[src/rtl/sd_init_pkg.sv]
package sd_init_pkg;
  localparam int IDX_W = 6;
  localparam int ARG_W = 32;
  localparam int RCA_W = 16;
  localparam logic [IDX_W-1:0] IDX_ANY = 6'h3F;

  typedef enum logic [2:0] {ST_CMD0, ST_CMD8, ST_CMD55, ST_CMD41, ST_CMD2, ST_CMD3} step_e;
  typedef enum logic [1:0] {PH_IDLE, PH_ISSUE, PH_WAIT} phase_e;

  localparam logic [1:0] RSP_NONE  = 2'd0;
  localparam logic [1:0] RSP_SHORT = 2'd1;
  localparam logic [1:0] RSP_LONG  = 2'd3;

  localparam logic [1:0] CARD_NONE  = 2'd0;
  localparam logic [1:0] CARD_V1    = 2'd1;
  localparam logic [1:0] CARD_V2_SC = 2'd2;
  localparam logic [1:0] CARD_V2_HC = 2'd3;

  function automatic logic [IDX_W-1:0] step_idx(step_e s);
    case (s)
      ST_CMD0:  return 6'd0;
      ST_CMD8:  return 6'd8;
      ST_CMD55: return 6'd55;
      ST_CMD41: return 6'd41;
      ST_CMD2:  return 6'd2;
      default:  return 6'd3;
    endcase
  endfunction
endpackage

[src/rtl/sd_cmd_drv.sv]
module sd_cmd_drv import sd_init_pkg::*; (
  input  step_e             step_i,
  input  logic              hcs_i,
  output logic [IDX_W-1:0]  idx_o,
  output logic [ARG_W-1:0]  arg_o,
  output logic [1:0]        rsp_o
);
  always_comb begin
    idx_o = step_idx(step_i);
    arg_o = '0;
    rsp_o = RSP_SHORT;
    case (step_i)
      ST_CMD0:  rsp_o = RSP_NONE;
      ST_CMD8:  arg_o = 32'h0000_01CC;
      ST_CMD41: begin
        arg_o[28] = 1'b1;
        arg_o[30] = hcs_i;
      end
      ST_CMD2:  rsp_o = RSP_LONG;
      default:  ;
    endcase
  end
endmodule

[src/rtl/sd_rsp_eval.sv]
module sd_rsp_eval import sd_init_pkg::*; (
  input  step_e             step_i,
  input  logic              cmd_sent_i,
  input  logic              rsp_done_i,
  input  logic              crc_fail_i,
  input  logic              timeout_i,
  input  logic [IDX_W-1:0]  rsp_idx_i,
  output logic              ev_o,
  output logic              good_o
);
  logic [IDX_W-1:0] exp_idx;
  logic             crc_ok;

  // op-cond and identification replies carry no usable index
  assign exp_idx = (step_i == ST_CMD41 || step_i == ST_CMD2) ? IDX_ANY : step_idx(step_i);
  assign crc_ok  = (step_i == ST_CMD41);

  always_comb begin
    if (step_i == ST_CMD0) begin
      ev_o   = cmd_sent_i;
      good_o = cmd_sent_i;
    end else begin
      ev_o   = rsp_done_i | crc_fail_i | timeout_i;
      good_o = !timeout_i && (rsp_idx_i == exp_idx) &&
               (crc_fail_i ? crc_ok : rsp_done_i);
    end
  end
endmodule

[src/rtl/sd_try_cnt.sv]
module sd_try_cnt #(
  parameter int MAX_TRY = 32
) (
  input  logic clk_i,
  input  logic rst_ni,
  input  logic clr_i,
  input  logic inc_i,
  output logic last_o
);
  localparam int CNT_W = (MAX_TRY > 2) ? $clog2(MAX_TRY) : 1;
  localparam logic [CNT_W-1:0] LAST = CNT_W'(MAX_TRY - 1);

  logic [CNT_W-1:0] cnt_q;

  always_ff @(posedge clk_i or negedge rst_ni) begin
    if (!rst_ni)    cnt_q <= '0;
    else if (clr_i) cnt_q <= '0;
    else if (inc_i) cnt_q <= cnt_q + 1'b1;
  end

  assign last_o = (cnt_q == LAST);
endmodule

[src/rtl/sd_init_seq.sv]
module sd_init_seq import sd_init_pkg::*; #(
  parameter int MAX_TRY = 32,
  parameter int RSP_W   = 128
) (
  input  logic              clk_i,
  input  logic              rst_ni,
  input  logic              start_i,
  output logic              cmd_valid_o,
  output logic [5:0]        cmd_idx_o,
  output logic [31:0]       cmd_arg_o,
  output logic [1:0]        cmd_rsp_o,
  input  logic              cmd_sent_i,
  input  logic              rsp_done_i,
  input  logic              crc_fail_i,
  input  logic              timeout_i,
  input  logic [5:0]        rsp_idx_i,
  input  logic [RSP_W-1:0]  rsp_word_i,
  output logic              done_o,
  output logic              error_o,
  output logic [1:0]        card_type_o,
  output logic [15:0]       rca_o
);
  phase_e           phase_q, phase_d;
  step_e            step_q, step_d;
  logic             hcs_q, hcs_d;
  logic [1:0]       type_q, type_d;
  logic [RCA_W-1:0] rca_q, rca_d;
  logic             done_q, done_d, err_q, err_d;
  logic             try_clr, try_inc, try_last;
  logic             ev, good, retry, abort;
  logic [31:0]      w;

  assign w = rsp_word_i[31:0];

  sd_cmd_drv u_drv (
    .step_i(step_q), .hcs_i(hcs_q),
    .idx_o(cmd_idx_o), .arg_o(cmd_arg_o), .rsp_o(cmd_rsp_o)
  );

  sd_rsp_eval u_eval (
    .step_i(step_q), .cmd_sent_i(cmd_sent_i), .rsp_done_i(rsp_done_i),
    .crc_fail_i(crc_fail_i), .timeout_i(timeout_i), .rsp_idx_i(rsp_idx_i),
    .ev_o(ev), .good_o(good)
  );

  sd_try_cnt #(.MAX_TRY(MAX_TRY)) u_try (
    .clk_i(clk_i), .rst_ni(rst_ni), .clr_i(try_clr), .inc_i(try_inc), .last_o(try_last)
  );

  always_comb begin
    phase_d = phase_q;
    step_d  = step_q;
    hcs_d   = hcs_q;
    type_d  = type_q;
    rca_d   = rca_q;
    done_d  = 1'b0;
    err_d   = 1'b0;
    try_clr = 1'b0;
    try_inc = 1'b0;
    retry   = 1'b0;
    abort   = 1'b0;
    case (phase_q)
      PH_IDLE: if (start_i) begin
        phase_d = PH_ISSUE;
        step_d  = ST_CMD0;
        hcs_d   = 1'b0;
        type_d  = CARD_NONE;
        rca_d   = '0;
        try_clr = 1'b1;
      end
      PH_ISSUE: phase_d = PH_WAIT;
      PH_WAIT: if (ev) begin
        phase_d = PH_ISSUE;
        if (!good) retry = 1'b1;
        else begin
          case (step_q)
            ST_CMD0: begin step_d = ST_CMD8; try_clr = 1'b1; end
            ST_CMD8: begin
              if (w[8]) begin hcs_d = 1'b1; step_d = ST_CMD55; try_clr = 1'b1; end
              else abort = 1'b1;
            end
            ST_CMD55: begin
              if (w[5]) begin step_d = ST_CMD41; try_clr = 1'b1; end
              else retry = 1'b1;
            end
            ST_CMD41: begin
              try_clr = 1'b1;
              if (w[31]) begin
                type_d = w[30] ? CARD_V2_HC : (hcs_q ? CARD_V2_SC : CARD_V1);
                step_d = ST_CMD2;
              end else step_d = ST_CMD55;  // card busy: new prefix + op-cond pair
            end
            ST_CMD2: begin step_d = ST_CMD3; try_clr = 1'b1; end
            default: begin
              rca_d   = w[31:16];
              done_d  = 1'b1;
              phase_d = PH_IDLE;
            end
          endcase
        end
      end
      default: phase_d = PH_IDLE;
    endcase

    if (retry) begin
      if (!try_last) try_inc = 1'b1;
      else if (step_q == ST_CMD8) begin  // no interface-condition reply: older card
        hcs_d   = 1'b0;
        step_d  = ST_CMD55;
        try_clr = 1'b1;
      end else abort = 1'b1;
    end
    if (abort) begin
      err_d   = 1'b1;
      phase_d = PH_IDLE;
      type_d  = CARD_NONE;
      rca_d   = '0;
    end
  end

  always_ff @(posedge clk_i or negedge rst_ni) begin
    if (!rst_ni) begin
      phase_q <= PH_IDLE;
      step_q  <= ST_CMD0;
      hcs_q   <= 1'b0;
      type_q  <= CARD_NONE;
      rca_q   <= '0;
      done_q  <= 1'b0;
      err_q   <= 1'b0;
    end else begin
      phase_q <= phase_d;
      step_q  <= step_d;
      hcs_q   <= hcs_d;
      type_q  <= type_d;
      rca_q   <= rca_d;
      done_q  <= done_d;
      err_q   <= err_d;
    end
  end

  assign cmd_valid_o = (phase_q == PH_ISSUE);
  assign done_o      = done_q;
  assign error_o     = err_q;
  assign card_type_o = type_q;
  assign rca_o       = rca_q;
endmodule

[config.mk]
export PLATFORM = sky130hd
export DESIGN_NAME = sd_init_seq
export DESIGN_NICKNAME = d
export VERILOG_FILES = /design/src/rtl/sd_init_pkg.sv /design/src/rtl/sd_cmd_drv.sv /design/src/rtl/sd_rsp_eval.sv /design/src/rtl/sd_try_cnt.sv /design/src/rtl/sd_init_seq.sv
export SDC_FILE = /design/constraint.sdc
export NUM_CORES = 1
export LEC_CHECK = 0
export ABC_CLOCK_PERIOD_IN_PS = 2250
export BUFFER_PORTS_ARGS = -buffer_cell sky130_fd_sc_hd__buf_4
export CAP_MARGIN = 20
export CELL_PAD_IN_SITES_DETAIL_PLACEMENT = 1
export CELL_PAD_IN_SITES_GLOBAL_PLACEMENT = 2
export CORE_ASPECT_RATIO = 0.8
export CORE_MARGIN = 3
export CORE_UTILIZATION = 17
export CTS_CLUSTER_SIZE = 30
export DETAILED_ROUTE_END_ITERATION = 8
export PLACE_DENSITY_LB_ADDON = 0.2
export SYNTH_ARGS = -nofsm -noshare
export SYNTH_HDL_FRONTEND = slang
export SYNTH_SLANG_ARGS = --single-unit
[constraint.sdc]
create_clock -name clk_i -period 2.25 [get_ports clk_i]
set_input_delay 0.3375 -clock clk_i [delete_from_list [all_inputs] [get_ports clk_i]]
set_output_delay 0.3375 -clock clk_i [all_outputs]
set_load 0.02 [all_outputs]
After elaboration in Yosys (flattened, before gate mapping)
Index checks and enable logic that the tools add are counted.
Widths: inputs -> output; s select.
{"block": "word_totals", "reg_bits": 31, "in_bits": 141, "wordCells": 120}
{"block": "classes", "add_sub_neg": 1, "eq_ne": 14, "muxes": 82, "bitwise": 2, "reduce_logical": 13}
{"op": "$mux 16", "count": 5}
{"op": "$mux 1", "count": 43}
{"op": "$pmux 16 s2", "count": 1}
{"op": "$pmux 6 s5", "count": 1}
{"op": "$mux 3", "count": 9}
{"op": "$mux 2", "count": 11}
{"op": "$ne 3x3->1 const B", "count": 5}
{"op": "$pmux 3 s5", "count": 1}
{"op": "$mux 5", "count": 2}
{"op": "$mux 9", "count": 1}
{"op": "$pmux 2 s2", "count": 2}
{"op": "$eq 3x2->1 const B", "count": 2}
{"op": "$eq 6x6->1", "count": 1}
{"op": "$mux 6", "count": 1}
{"op": "$pmux 2 s3", "count": 1}
{"op": "$pmux 3 s2", "count": 1}
{"op": "$reduce_and 6->1", "count": 1}
{"op": "$add 5x1->5 const B", "count": 1}
{"op": "$eq 5x5->1 const B", "count": 1}
{"op": "$reduce_and 5->1", "count": 1}
{"op": "$reduce_or 5->1", "count": 1}
{"op": "$pmux 1 s2", "count": 2}
{"op": "$eq 3x1->1 const B", "count": 1}
{"op": "$eq 3x3->1 const B", "count": 1}
{"op": "other kinds (14)", "count": 16}

Logic depth before layout (Yosys ltp)
Gate-level depths: netlist of the first run.
{"block": "depth", "ltp_word": 15, "ltp_mapped": 9, "ltp_nobuf": 8}

Hierarchy
A second synthesis of the first run with hierarchy kept.
{"block": "hier_totals", "hier_cells": 202, "hier_area_um2": 2004.4}
{"mod": "sd_init_seq", "n_inst": 1, "cells_per_inst": 116, "area_per_inst_um2": 1283.7}
{"mod": "sd_cmd_drv", "n_inst": 1, "cells_per_inst": 42, "area_per_inst_um2": 307.8}
{"mod": "sd_try_cnt", "n_inst": 1, "cells_per_inst": 22, "area_per_inst_um2": 276.5}
{"mod": "sd_rsp_eval", "n_inst": 1, "cells_per_inst": 22, "area_per_inst_um2": 136.4}

Worst setup path after synthesis of the first run
No wires, ideal clock.
{"block": "synth_timing", "path_kind": "flip-flop to flip-flop", "startpoint": "register step_q[1]", "endpoint": "register rca_q[0] (netlist: rca_o[0])", "arrival_time_ns": 2.489, "required_ns": 2.129, "slack_ns": -0.361, "path_stages_with_launch": 9, "path_buffers": 3, "period_less_slack_ns": 2.611, "path_cell_list": "dfrtp_1 -> buf_6 -> clkbuf_8 -> nor3_1 -> and3b_2 -> nand4_2 -> a32oi_4 -> buf_6 -> o2bb2ai_1"}
{"block": "synth_between", "elab_chain_cells": 15}
{"element": "start: declaration", "line_no": "sd_init_seq.sv:24", "rtl": "step_e step_q, step_d;"}
{"element": "start signal: assignment", "line_no": "sd_init_seq.sv:132", "rtl": "step_q <= step_d;"}
{"element": "$eq 3x3->1, or another cell as far along", "line_no": "sd_init_pkg.sv:20, sd_rsp_eval.sv:15, sd_init_seq.sv:76"}
{"element": "$pmux 6 s5 / $logic_or 1x1->1 (equally long branches)", "line_no": "sd_init_pkg.sv:20, sd_rsp_eval.sv:15"}
{"element": "$mux 6", "line_no": "sd_rsp_eval.sv:15", "rtl": "assign exp_idx = (step_i == ST_CMD41 || step_i == ST_CMD2) ? IDX_ANY : step_idx(step_i);"}
{"element": "$eq 6x6->1", "line_no": "sd_rsp_eval.sv:24", "rtl": "good_o = !timeout_i && (rsp_idx_i == exp_idx) &&"}
{"element": "$logic_and 1x1->1 (2 in a row)", "line_no": "sd_rsp_eval.sv:24"}
{"element": "$mux 1", "line_no": "sd_rsp_eval.sv:19", "rtl": "if (step_i == ST_CMD0) begin"}
{"element": "$mux 1", "line_no": "sd_init_seq.sv:74", "rtl": "if (!good) retry = 1'b1;"}
{"element": "$mux 1", "line_no": "sd_init_seq.sv:72", "rtl": "PH_WAIT: if (ev) begin"}
{"element": "$mux 1", "line_no": "sd_init_seq.sv:62", "rtl": "case (phase_q)"}
{"element": "$mux 1", "line_no": "sd_init_seq.sv:107", "rtl": "else if (step_q == ST_CMD8) begin"}
{"element": "$mux 1", "line_no": "sd_init_seq.sv:106", "rtl": "if (!try_last) try_inc = 1'b1;"}
{"element": "$mux 1", "line_no": "sd_init_seq.sv:105", "rtl": "if (retry) begin"}
{"element": "$ne 3x3->1 (no line) / $reduce_bool 3->1 (equally long branches)"}
{"element": "$reduce_and 5->1 (no line)"}
{"element": "end signal: assignment", "line_no": "sd_init_seq.sv:135", "rtl": "rca_q <= rca_d;"}
{"element": "end: declaration", "line_no": "sd_init_seq.sv:27", "rtl": "logic [RCA_W-1:0] rca_q, rca_d;"}
Parallel ways exist; a longest one is shown, timed or not.
A chain may end at the register's enable or synchronous reset.

Worst setup path in the final report of the first run
{"block": "layout_timing", "startpoint": "register step_q[2]", "endpoint": "register hcs_q"}
{"block": "layout_between", "elab_chain_cells": 13}
{"element": "$eq 3x3->1, or another cell as far along", "line_no": "sd_init_pkg.sv:20, sd_rsp_eval.sv:15"}
{"element": "$pmux 6 s5 / $logic_or 1x1->1 (equally long branches)", "line_no": "sd_init_pkg.sv:20, sd_rsp_eval.sv:15"}
{"element": "$mux 6", "line_no": "sd_rsp_eval.sv:15"}
{"element": "$eq 6x6->1", "line_no": "sd_rsp_eval.sv:24"}
{"element": "$logic_and 1x1->1 (2 in a row)", "line_no": "sd_rsp_eval.sv:24"}
{"element": "$mux 1", "line_no": "sd_rsp_eval.sv:19"}
{"element": "$mux 1", "line_no": "sd_init_seq.sv:74"}
{"element": "$mux 1", "line_no": "sd_init_seq.sv:72"}
{"element": "$pmux 1 s2", "line_no": "sd_init_seq.sv:62"}
{"element": "$mux 1", "line_no": "sd_init_seq.sv:107"}
{"element": "$mux 1", "line_no": "sd_init_seq.sv:106"}
{"element": "$mux 1 *", "line_no": "sd_init_seq.sv:105"}
{"element": "via hcs_d", "line_no": "sd_init_seq.sv:25", "rtl": "logic hcs_q, hcs_d;"}
{"element": "end signal: assignment", "line_no": "sd_init_seq.sv:133", "rtl": "hcs_q <= hcs_d;"}
{"element": "end: declaration", "line_no": "sd_init_seq.sv:25"}
Mark *: on every way through the listed nets, which the timed path passes. The rest lies on a longest branch.

==> flow_results.org, run 1 <==
** Outcome
- The run finished, with violations left.
- Violations in the final reports :: negative hold slack

** Final layout
- Of the cells placed in the final design, the portion with a size suffix greater than 1 is 0.5192.
- Filler Cells Inserted :: about 1,500
- Antenna diode count :: 0
- Nets :: about 510
- Synth-to-layout area growth :: 63.78%
- After routing the design area is between 3000 and 4000 µm².
- Measured on the finished design, the core utilization comes to 0.2933.

** Global routing
- Initial antenna violation count :: 0
- Entering global routing, the biggest net connects 32 pins.
- Global-route usage over all layers :: 0.1015
- The first global-routing pass estimated 11,500 µm of wire.
- The number of global-route vias before repair came to around 2,100.
- Global routing finished with a remaining overflow of 0.

** Synth
- Share of the yosys chip area belonging to registers :: 0.3460
- Of all flip-flops after synthesis, the portion carrying an async set or reset was 1.000.
- Yosys mapped a number of flops with a built-in enable equal to 0.
- Of the post-synthesis cell area, the dominant cell type holds 0.3460.
- Register bit count reported by yosys :: 31
- In the synthesized netlist, the number of instances is between 200 and 250.
- A synthesized cell averages 9.461 µm².
- Summed instance area of the synthesized netlist :: between 2000 and 2500 µm²
- dfrtp_1 takes more of the synthesized area than any other cell.
- The Yosys step of the flow raised 0 warnings.
- By area the synthesized netlist is led by dfrtp_1, buf_4, o2bb2ai_1.
- Unique masters post-synth :: 60
- Most common flop cell mapped by yosys :: dfrtp_1

** Floorplanning
- Die height :: about 110 µm
- The floorplan step defined a die boundary enclosing approximately 15,000 µm².
- The floorplan has 36 rows.
- For this design the top-level I/O count stands at 202.
- The total area inside the core boundary comes to ~13,000 µm².
- From left edge to right edge, the die measures around 130 µm.
- Initial cell density of the core :: 0.1791

** Routing
- Detailed-router iteration count before antenna repair :: 4
- The first routing iteration left 56 violations.
- After detailed routing, the average wire length per cell comes to around 15 µm.
- Routed vias/inst :: 4.015
- The detail route stage leaves a number of antenna-violating nets equal to 0.
- Post-detailed-routing wire length :: slightly below 8000 µm
- Total number of vias :: 2,148
- DRC Markers :: 0

** Power
- Overall power after layout :: around 3 mW
- Power per standard cell area :: just over 800 nW/µm²
- The worst-case IR drop observed on VDD is about 0.43 mV.
- For this design the static power due to leakage is around 1.7 nW.

** Timing
- Unrepaired setup endpoints after global routing :: yes
- Derived from the worst setup path, the maximum achievable clock frequency is around 440 MHz.
- Counting I/O delays and the setup requirement, the final critical path takes 2.249 ns.
- At the pin with the least slew margin, the transition time is between 0.4 and 0.5 ns.
- Dividing the final minimum period by the clock period gives 0.9997.
- Measured against its own limit, the worst slew margin works out to 0.6642.
- Largest clock skew in the final design :: 0.006134 ns
- The count of endpoints failing hold in the final timing report came to 9.
- Hold slack final :: -0.007450 ns
- Summed over all failing endpoints, the final setup total negative slack is 0 ns.
- Count of final max-slew check failures :: 0
- Setup-failing EPs final :: 0
- Crit path setup slack, layout :: 0.0005786 ns

** Placed design
- Weighted congestion at the end of routability-driven global placement :: ~0.77
- Post-placement setup slack :: -0.2037 ns
- Dpl hpwl :: 5605 µm
- In this run the tool buffered the top-level ports with 66 buffer cells.
- Area after detailed placement :: 3088 µm²

** Worst setup path
- Worst Path Class, Setup :: flop to flop
- Critical-path maximum fanout :: 6
- The most numerous cell type found on the critical path is buf_4.
- The kind of cell with the highest combined delay along the critical path is simple AND/OR/NAND/NOR gates.
- R2R cell count :: 8
- The worst register-to-register path has a setup slack of 0.0006 ns.
- Combined buffer and inverter count along the critical path :: 3
- At the worst endpoint, the required time is 2.46 ns.
- R2r startpoint :: step_q[2]$_DFF_PN0_
- The worst setup path is launched from a flop.
- Endpoint kind of the worst setup timing path :: flop
- Worst r2r dst :: hcs_q$_DFF_PN0_
- Largest incremental delay on the critical path :: between 0.5 and 0.6 ns
- Worst path cell trace :: buf_4 -> buf_4 -> nor3_2 -> o221a_4 -> buf_6 -> nand3_4 -> or4_4 -> a21oi_2
- Crit path max-delay cell type :: or4_4
- STA puts the critical path data arrival time at ~2.5 ns.

** Clock tree
- Number of buffers inserted during clock tree synthesis :: 5
- TritonCTS built the clock tree.
- Number of buffers inserted for hold repair after clock tree synthesis :: 0
- The cell sitting at the root of the clock tree is a clkbuf_16.
- CTS H-tree lvls :: 2
- Number of clock sinks :: 31
- Maximum clock insertion buffer count :: 2
- Clock-pin slew was measured on the worst setup and hold paths at 0.06 ns.
- The later pin in the worst-skew pair is clocked with a latency of roughly 0.28 ns.

** Flow run
- The tool flagged a number of max-cap violations equal to 0.

** Worst hold path
- Class of the most critical hold timing path :: primary input to async pin
==> synth_stat cells, types with 3 or more instances <==
library cell,instances
buf_4,31
dfrtp_1,31
inv_1,23
nor2_1,18
o2bb2ai_1,15
nand2_1,12
a21oi_1,10
nand2b_1,9
mux2i_1,6
nor3_1,6
o31ai_1,5
buf_6,4
o21ai_0,4
and3_1,3
clkbuf_8,3
==> cell type report <==
type                    instances  area (µm²)  share of cell area
well taps                     171       214.0             0.05826
clock inverters                 2       35.03            0.009540
repair buffers                135        1085              0.2954
flip-flops and latches         31       779.5              0.2123
multi-input cells             166        1328              0.3615
clock buffers                   6       138.9             0.03782
inverters                      24       92.59             0.02521
==> worst register-to-register path: cells and delay by family (launching register included) <==
kind                   cells  cell delay (ns)
buffers and inverters      3             0.48
DFF                        1             0.46
and+or+nand+nor            3             0.85
AOI/OAI and AO/OA          2             0.39
==> where the power goes <==
part           switching [mW]  internal (mW)
clock network           0.251          0.550
registers              0.0457          0.616
logic                   0.830          0.730
total                    1.13           1.90
==> registers in the layout (all words and copies together) (netlist names) <==
register	flops
error_o	1
u_try.cnt_q	5
phase_q	2
step_q	3
rca_o	16
hcs_q	1
done_o	1
card_type_o	2
==> stage by stage <==
| step | instances | hold slack [ns] |
|---|---|---|
| final | 535 | -0.007450 |
| after global routing | 535 | 0.02795 |
| after CTS | 525 | 0.009406 |
| after detailed placement | 503 | 0.3117 |
| after global placement | 503 | 0.3177 |
| after floorplan | 261 | 0.04191 |
==> cells in the final DEF (no fill, tap or decap), types with 4 or more instances in the layout <==
master,instances
buf_4,122
dfrtp_1,28
conb_1,25
inv_1,22
nor2_1,18
o2bb2ai_1,15
nand2_1,12
buf_6,9
nand2b_1,7
a21oi_1,6
mux2i_1,5
clkbuf_16,5
a21oi_2,4
o21ai_0,4
==> layer usage <==
layer	up-vias	routed length, µm	track usage
met5	-	0	0
met4	0	95	0.02108
met3	11	374	0.02352
met2	59	3709	0.1671
met1	1045	3614	0.1369
li1	1033	-	-
==> what timing repair did <==
item / in CTS / in global routing
buffers inserted: 14 / 11
endpoints found under the setup margin: 27 / 27
gates resized for setup: 16 / 32
pin swaps: 7 / 9
==> worst max path at each step <==
| stage | from | to | slack (ns) | depth (start not counted) |
|---|---|---|---|---|
| after global placement | step_q[0]$_DFF_PN0_ | phase_q[0]$_DFFE_PN0P_ | -0.23 | 6 |
| after CTS | step_q[2]$_DFF_PN0_ | rca_o[13]$_DFFE_PN0P_ | 0.001 | 8 |
| after detailed placement | step_q[1]$_DFF_PN0_ | phase_q[0]$_DFFE_PN0P_ | -0.20 | 9 |
| after floorplan | step_q[0]$_DFF_PN0_ | rca_o[0]$_DFFE_PN0P_ | 0.06 | 9 |
| final | step_q[2]$_DFF_PN0_ | hcs_q$_DFF_PN0_ | 0.0006 | 8 |
| after global routing | step_q[1]$_DFF_PN0_ | rca_o[13]$_DFFE_PN0P_ | -0.07 | 8 |
==> kinds of logic (layout without fill, tap and decap cells) <==
logic type      Yosys count  count (layout)  synth area share
flops                    31              31            0.3460
simple gates             69              69            0.1680
other cells               1              25          0.001673
fa+ha+maj                 2               2           0.01116
compound gates           62              62            0.2500
xor+xnor                  1               1          0.003907
mux                       7               7           0.03292
buf+inv                  64             167            0.1864
Power figures use the tool's default switching activity.
==> run 2, diff against run 1 <==
Settings changed: CORE_ASPECT_RATIO 0.8 to 0.6.
==> flow_results.org, run 2 (synthesis gave the netlist of run 1 again) <==
** Global routing
- Total congestion overflow :: 0
- First-pass GRT wire length :: roughly 12,000 µm
- The number of global-route vias before repair came to roughly 2,200.
- Global-route usage over all layers :: 0.1022
- The initial antenna violation count came to 0.
- Entering global routing, the biggest net connects 32 pins.

** Timing
- The worst path in the final design needs a cycle of roughly 2.3 ns, including I/O delays and setup.
- Accumulated negative setup slack :: -0.9716 ns
- The number of max-slew violations in the final report was 0.
- Dividing the final minimum period by the clock period gives 1.031.
- Unrepaired setup endpoints after global routing :: yes
- Largest clock skew in the final design :: approximately 0.0063 ns
- Setup violations remaining at the end of the flow were counted as 18.
- After layout, the worst setup slack is -0.06961 ns.
- Across all hold checks on the routed design, the worst slack comes to -0.007265 ns.
- For this run, the top clock speed supported by timing is 431.1 MHz.
- The count of endpoints failing hold in the final timing report was 8.

** Final layout
- In the final layout, the share of cells above drive strength 1 is 0.5265.
- Final core utilization :: 0.2938
- Number of flip-flops in the largest register :: 16
- Synth-to-layout area growth :: 63.17%
- The finished cells cover between 3000 and 4000 µm².
- For this run, the post-layout net count is around 500.
- The library cells used most frequently in the layout, excluding fill and tap cells, are buf_4, dfrtp_1, conb_1.
- The library cell used most frequently in the layout, excluding fill and tap cells, is buf_4.

** Clock tree
- Maximum clock insertion buffer count :: 2
- Number of buffers inserted during clock tree synthesis :: 5
- At the later pin of the worst-skew pair, clock insertion delay measures 0.28 ns.
- Clock-pin slew was measured on the worst setup and hold paths at 0.05 ns.
- Number of buffers inserted for hold repair after clock tree synthesis :: 0
- The H-tree generated during clock tree synthesis spans 2 levels.
- Clock tree from TritonCTS :: done
- Cell chosen for the clock root :: clkbuf_16
- Number of clock sinks :: 31

** Worst setup path
- Endpoint kind of the worst setup timing path :: flop
- Critical-path maximum fanout :: 8
- Reg-to-reg slack, setup :: -0.07 ns
- Combined buffer and inverter count along the critical path :: 3
- The worst setup path is of the flop to flop kind.
- For the worst setup path, the data arrival time is between 2 and 2.5 ns.
- Largest incremental delay on the critical path :: around 0.48 ns
- Among cell families on the critical path, the largest total delay comes from compound AO/OA/AOI/OAI gates.
- Worst path cell trace :: nor3_4 -> inv_2 -> buf_6 -> a211oi_4 -> and3b_2 -> nand4_4 -> a32oi_4 -> buf_12 -> o2bb2ai_2
- STA classifies the critical path startpoint as a flop.
- The largest individual stage delay along the critical path comes from the cell dfrtp_2.
- For the worst setup path, the data required time is between 2 and 2.5 ns.

** Power
- Summed over all cells, the static leakage comes to 1.701 nW.
- Peak supply drop :: between 0.2 and 0.3 mV
- Power per standard cell area :: roughly 810 nW/µm²

** Routing
- The pre-antenna-repair detailed-routing pass consisted of 4 iterations.
- Initial DRC Count :: 42
- In the routed layout, each cell is associated on average with a via count of between 3 and 4.
- Total number of vias :: between 2,000 and 2,500
- In this run the remaining antenna-violating nets after routing total 0.
- Wire per inst :: approximately 15 µm
- DRC Markers :: 0
- Summed over all layers, the routed wires come to about 7800 µm.

** Outcome
- Result of the run :: complete, but fails checks
- Violations in the final reports :: negative hold slack, negative setup slack

** Floorplanning
- Ports placed on the boundary :: 202
- The floorplan step defined a die boundary enclosing ~15,000 µm².
- Die width :: around 150 µm
- Die height :: about 95 µm
- Area of the placeable core :: about 12,000 µm²
- FP Rows :: 31
- For this configuration, the core starts out at a cell density of 0.1801.

** Placed design
- Detailed placement finished with a half-perimeter wire length of 5908 µm.
- Area after detailed placement :: about 3100 µm²
- Weighted congestion at the end of routability-driven global placement :: approximately 0.72
- The count of buffers added on input and output ports is between 60 and 70.

** Flow run
- Across the run, the number of max-cap violations was 0.

** Worst hold path
- In this run the worst hold path is classified as primary input to async pin.
==> run 2: cell count changes in the layout (fill, tap and decap cells not counted), moves of 2 or more <==
cell,before,now
buf_6,9,6
nand2b_1,7,9
clkbuf_1,0,2
o2bb2ai_2,1,9
o2bb2ai_1,15,7
buf_4,122,119
nand2b_4,2,0
==> run 2: worst paths after layout <==
path                                         endpoint             startpoint  cells after the start
worst min register to register  rca_o[15]$_DFFE_PN0P_  rca_o[15]$_DFFE_PN0P_                      2
min in group clk_i               rca_o[7]$_DFFE_PN0P_         rsp_word_i[23]                      2
worst max register to register   rca_o[1]$_DFFE_PN0P_    step_q[0]$_DFF_PN0_                      9
max in group asynchronous         step_q[0]$_DFF_PN0_                 rst_ni                      1
worst min-delay path             rca_o[7]$_DFFE_PN0P_                 rst_ni                      1
worst max-delay path             rca_o[1]$_DFFE_PN0P_    step_q[0]$_DFF_PN0_                      9
==> run 2: cell type report <==
type,count,area [µm²]
Antenna cell,1,2.502
Clock inverter,1,5.005
Clock buffer,7,132.6
Sequential cell,31,778.2
Multi-Input combinational cell,166,1375
Fill cell,1433,8792
Tap cell,165,206.4
Inverter,24,90.09
Timing Repair Buffer,130,1069
==> run 2: what timing repair did <==
item / CTS / global route
buffers inserted: 9 / 9
setup endpoints to repair: 28 / 28
pin swaps: 20 / 15
gates resized for setup: 28 / 22
gates cloned: 1 / 0
==> run 2: through the flow <==
step | hold slack (ns) | cells | power, mW | worst slack [ns]
floorplan | 0.04191 | 261 | 1.443 | 0.06311
global placement | 0.3168 | 498 | 1.935 | -0.3381
detailed placement | 0.3113 | 498 | 1.942 | -0.3342
CTS | 0.01935 | 516 | 2.875 | -0.09639
global route | 0.02182 | 524 | 3.155 | -0.1561
finish | -0.007265 | 525 | 2.966 | -0.06961
==> run 2: worst reg2reg max path, delay by kind of cell (launching register included) <==
family	cells	cell delay (ns)
flip-flops	1	0.48
AND/OR/NAND/NOR	3	0.62
AO/OA/AOI/OAI	3	0.73
buffers and inverters	3	0.38
==> run 2: report_power, final <==
group | switching (mW) | total (mW) | internal [mW]
Combinational | 0.852 | 1.64 | 0.787
Clock | 0.239 | 0.647 | 0.408
Sequential | 0.0637 | 0.680 | 0.616
==> run 2: per-layer routing <==
layer	global-route usage	wire [µm]	vias to the layer above
met4	0.01102	29	0
li1	-	-	1022
met2	0.1564	3548	35
met1	0.1474	3860	1017
met5	0	0	-
met3	0.02930	312	4
==> run 3, diff against run 2 <==
Settings changed: CORE_UTILIZATION 17 to 16, SYNTH_HIERARCHICAL set to 1.
==> flow_results.org, run 3 <==
** Final layout
- Leaving out fill and tap cells, the most frequent cells in the layout are buf_4, dfrtp_1, conb_1.
- Synth-to-layout area growth :: 45.69%
- Leading cell type in the layout, fill and taps excluded :: buf_4
- 0 antenna diodes ended up in the layout.
- Nets :: between 400 and 500
- Number of flip-flops in the largest register :: 16
- Final core utilization :: 0.2486
- Filler Cells Inserted :: 1,347
- In the final layout, the share of cells above drive strength 1 is 0.4558.

** Synth
- Area contributors post-synth :: dfrtp_1, buf_4, a22o_1
- For this run, asynchronously set or reset flops after synthesis account for 1.000.
- Counting instances in the post-synthesis netlist gives the leading cell types as buf_4, dfrtp_1, nor2_1, o21ai_0, a22o_1.
- After synthesis, the mean cell area works out to just under 10 µm².
- Share of the yosys chip area belonging to registers :: 0.3870
- Summed instance area of the synthesized netlist :: between 2000 and 2500 µm²
- Yosys mapped a number of flops with a built-in enable equal to 0.
- Register bit count reported by yosys :: 31
- For this run, the leading register cell type out of synthesis is dfrtp_1.
- Unique masters post-synth :: 52
- Top cell type by total area after synthesis :: dfrtp_1
- Synthesis handed over a netlist of about 200 instances.
- For this run, the number of Yosys warnings is 6.
- The share of synthesized area in the top cell type comes to 0.3870.

** Power
- Peak supply drop :: ~0.24 mV
- In this run the power density over the cells is 769.2 nW/µm².
- For this design the total switching power over the nets is between 0.7 and 0.8 mW.
- Power comes to about 2.2 mW.
- Share of power burned in registers :: 0.299
- Sw Ratio :: 0.3355
- Static Leak :: 1.423 nW
- Internal power :: 1.493 mW
- The share of total power dissipated in combinational logic is 0.347.
- Of the total power, the clock network draws 0.355.

** Routing
- Detail Route Antenna Nets :: 0
- Initial DRC Count :: 51
- Using the TritonRoute via totals, the vias-per-cell ratio works out to about 3.9.
- Wire per inst :: 13.86 µm
- The first TritonRoute pass finished after 4 iterations.
- DRC Markers :: 0
- Total number of vias :: 1,740
- The final layout contains routed wiring with a total length of ~6100 µm.

** Outcome
- The run finished, with violations left.
- The checks that failed: negative hold slack, negative setup slack.

** Placed design
- Count of input and output buffers :: 66
- Dpl hpwl :: about 4800 µm
- Weighted congestion at the end of routability-driven global placement :: roughly 0.76

** Timing
- In the finished design, the share of the clock period the worst path needs comes to 1.016.
- Setup violations remaining at the end of the flow were counted as 17.
- Hold slack final :: -0.002211 ns
- Fin crit period :: roughly 2.3 ns
- Fmax :: around 440 MHz
- The count of endpoints failing hold in the final timing report came to 6.
- The number of max-slew violations in the final report is 0.
- Largest clock skew in the final design :: around 0.0022 ns
- Unrepaired setup endpoints after global routing :: yes
- Once routing completed, OpenROAD measured the worst setup slack at -0.03691 ns.

** Worst setup path
- Endpoint kind of the worst setup timing path :: flop
- Critical path data required time :: between 2 and 2.5 ns
- Critical path startpoint category :: flop
- The worst setup path is of the flop to flop kind.
- For the worst setup path, the data arrival time is 2.45 ns.
- Critical-path maximum fanout :: 16

** Global routing
- Total congestion overflow :: 0
- The first global-routing pass estimated 9563 µm of wire.
- Largest net degree at the start of global routing :: 32
- The number of global-route vias before repair is approximately 1,800.
- Global-route usage over all layers :: 0.08761
- Initial antenna violation count :: 0

** Floorplanning
- The floorplan has 30 rows.
- In this run the vertical extent of the chip is 92.70 µm.
- roughly 200 I/O pins were placed.
- Initial cell density of the core :: 0.1706
- The floorplan step set the die width to approximately 150 µm.
- In this run the standard cell core region covers 11,750 µm².
- The floorplan step defined a die boundary enclosing around 14,000 µm².

** Clock tree
- CTS H-tree lvls :: 2
- The clock passes through at most 2 buffers.
- Clock-pin slew was measured on the worst setup and hold paths at about 0.050 ns.
- Counting the buffers created by CTS gives 5.
- TritonCTS built the clock tree.
- The clock net in this run drives a total of 31 sinks.
- Cell chosen for the clock root :: clkbuf_16
- The clock reaches the later pin of the worst-skew pair after roughly 0.27 ns.

** Worst hold path
- In this run the worst hold path is classified as primary input to async pin.

** Flow run
- Across the run, the number of max-cap violations was 0.
==> run 3: cell count changes after synthesis, moves of 6 or more <==
cell | before | now
inv_1 | 23 | 7
o2bb2ai_1 | 15 | 0
a22o_1 | 0 | 10
o21ai_0 | 4 | 12
a22o_2 | 0 | 6
nand2_1 | 12 | 6
nand2b_1 | 9 | 3
nor2_1 | 18 | 12
==> run 3: final cells by class <==
type | count | area (µm²) | share of cell area
inverters | 8 | 30.03 | 0.01028
multi-input cells | 148 | 1047 | 0.3586
repair buffers | 88 | 689.4 | 0.2361
clock inverters | 2 | 35.03 | 0.01200
well taps | 160 | 200.2 | 0.06855
flip-flops and latches | 31 | 779.5 | 0.2669
clock buffers | 6 | 138.9 | 0.04756
==> run 3: power groups by stage <==
stage / Combinational [mW] / Clock [mW] / Sequential, mW
floorplan: 0.534 / 0 / 0.639
global placement: 0.769 / 0 / 0.679
detailed placement: 0.767 / 0 / 0.677
CTS: 0.779 / 0.824 / 0.670
global route: 0.856 / 0.856 / 0.680
finish: 0.779 / 0.797 / 0.671
==> run 3: metrics by stage <==
step	TNS [ns]	instance area, µm²	setup slack [ns]	std cells
after CTS	-0.5892	2888	-0.05231	443
after global placement	-1.292	2700	-0.07523	434
after global routing	-3.865	2920	-0.1878	443
final	-0.3096	2920	-0.03691	443
after floorplan	-0.006766	2115	-0.006766	226
after detailed placement	-1.099	2700	-0.1063	434
==> run 3: critical path, cell delays in order, from the launching register on <==
cell and delay (ns):
dfrtp_2 0.46, o41ai_2 0.36, o2111ai_1 0.15, o31ai_1 0.22, buf_4 0.21, o221ai_1 0.19, a31o_4 0.36, a22o_2 0.23
==> run 3: timing repair <==
item,in CTS,in global routing
hold buffers,0,0
pin swaps,2,2
buffers inserted,1,0
setup endpoints to repair,22,28
resized for setup,5,8
==> run 3: layer usage <==
| metal | track usage | part of all wire | wire length (µm) |
|---|---|---|---|
| met4 | 0.01598 | 0.0047 | 29 |
| met3 | 0.02934 | 0.064 | 395 |
| met5 | 0 | 0 | 0 |
| met2 | 0.1137 | 0.41 | 2512 |
| met1 | 0.1370 | 0.52 | 3204 |
==> run 3: kinds of logic after synthesis <==
| kind of cell | count (synthesis) | share of synthesized area |
|---|---|---|
| buffers and inverters | 47 | 0.1598 |
| AOI/OAI and AO/OA | 54 | 0.2147 |
| muxes | 5 | 0.02746 |
| adders and majority gates | 2 | 0.01248 |
| DFF | 31 | 0.3870 |
| other | 1 | 0.001871 |
| xor gates and xnor gates | 2 | 0.008741 |
| and+or+nand+nor | 60 | 0.1879 |
==> run 3: path summary, 6_finish.rpt <==
path | start | endpoint | slack [ns] | cells past startpoint
min in group clk_i | rsp_word_i[29] | rca_o[13]$_DFFE_PN0P_ | 0.29 | 2
max in group asynchronous | rst_ni | step_q[2]$_DFF_PN0_ | 1.91 | 1
worst min register to register | rca_o[10]$_DFFE_PN0P_ | rca_o[10]$_DFFE_PN0P_ | 0.50 | 1
worst max-delay path | step_q[2]$_DFF_PN0_ | rca_o[1]$_DFFE_PN0P_ | -0.04 | 7
worst max register to register | step_q[2]$_DFF_PN0_ | rca_o[1]$_DFFE_PN0P_ | -0.04 | 7
worst min-delay path | rst_ni | rca_o[1]$_DFFE_PN0P_ | -0.002 | 1
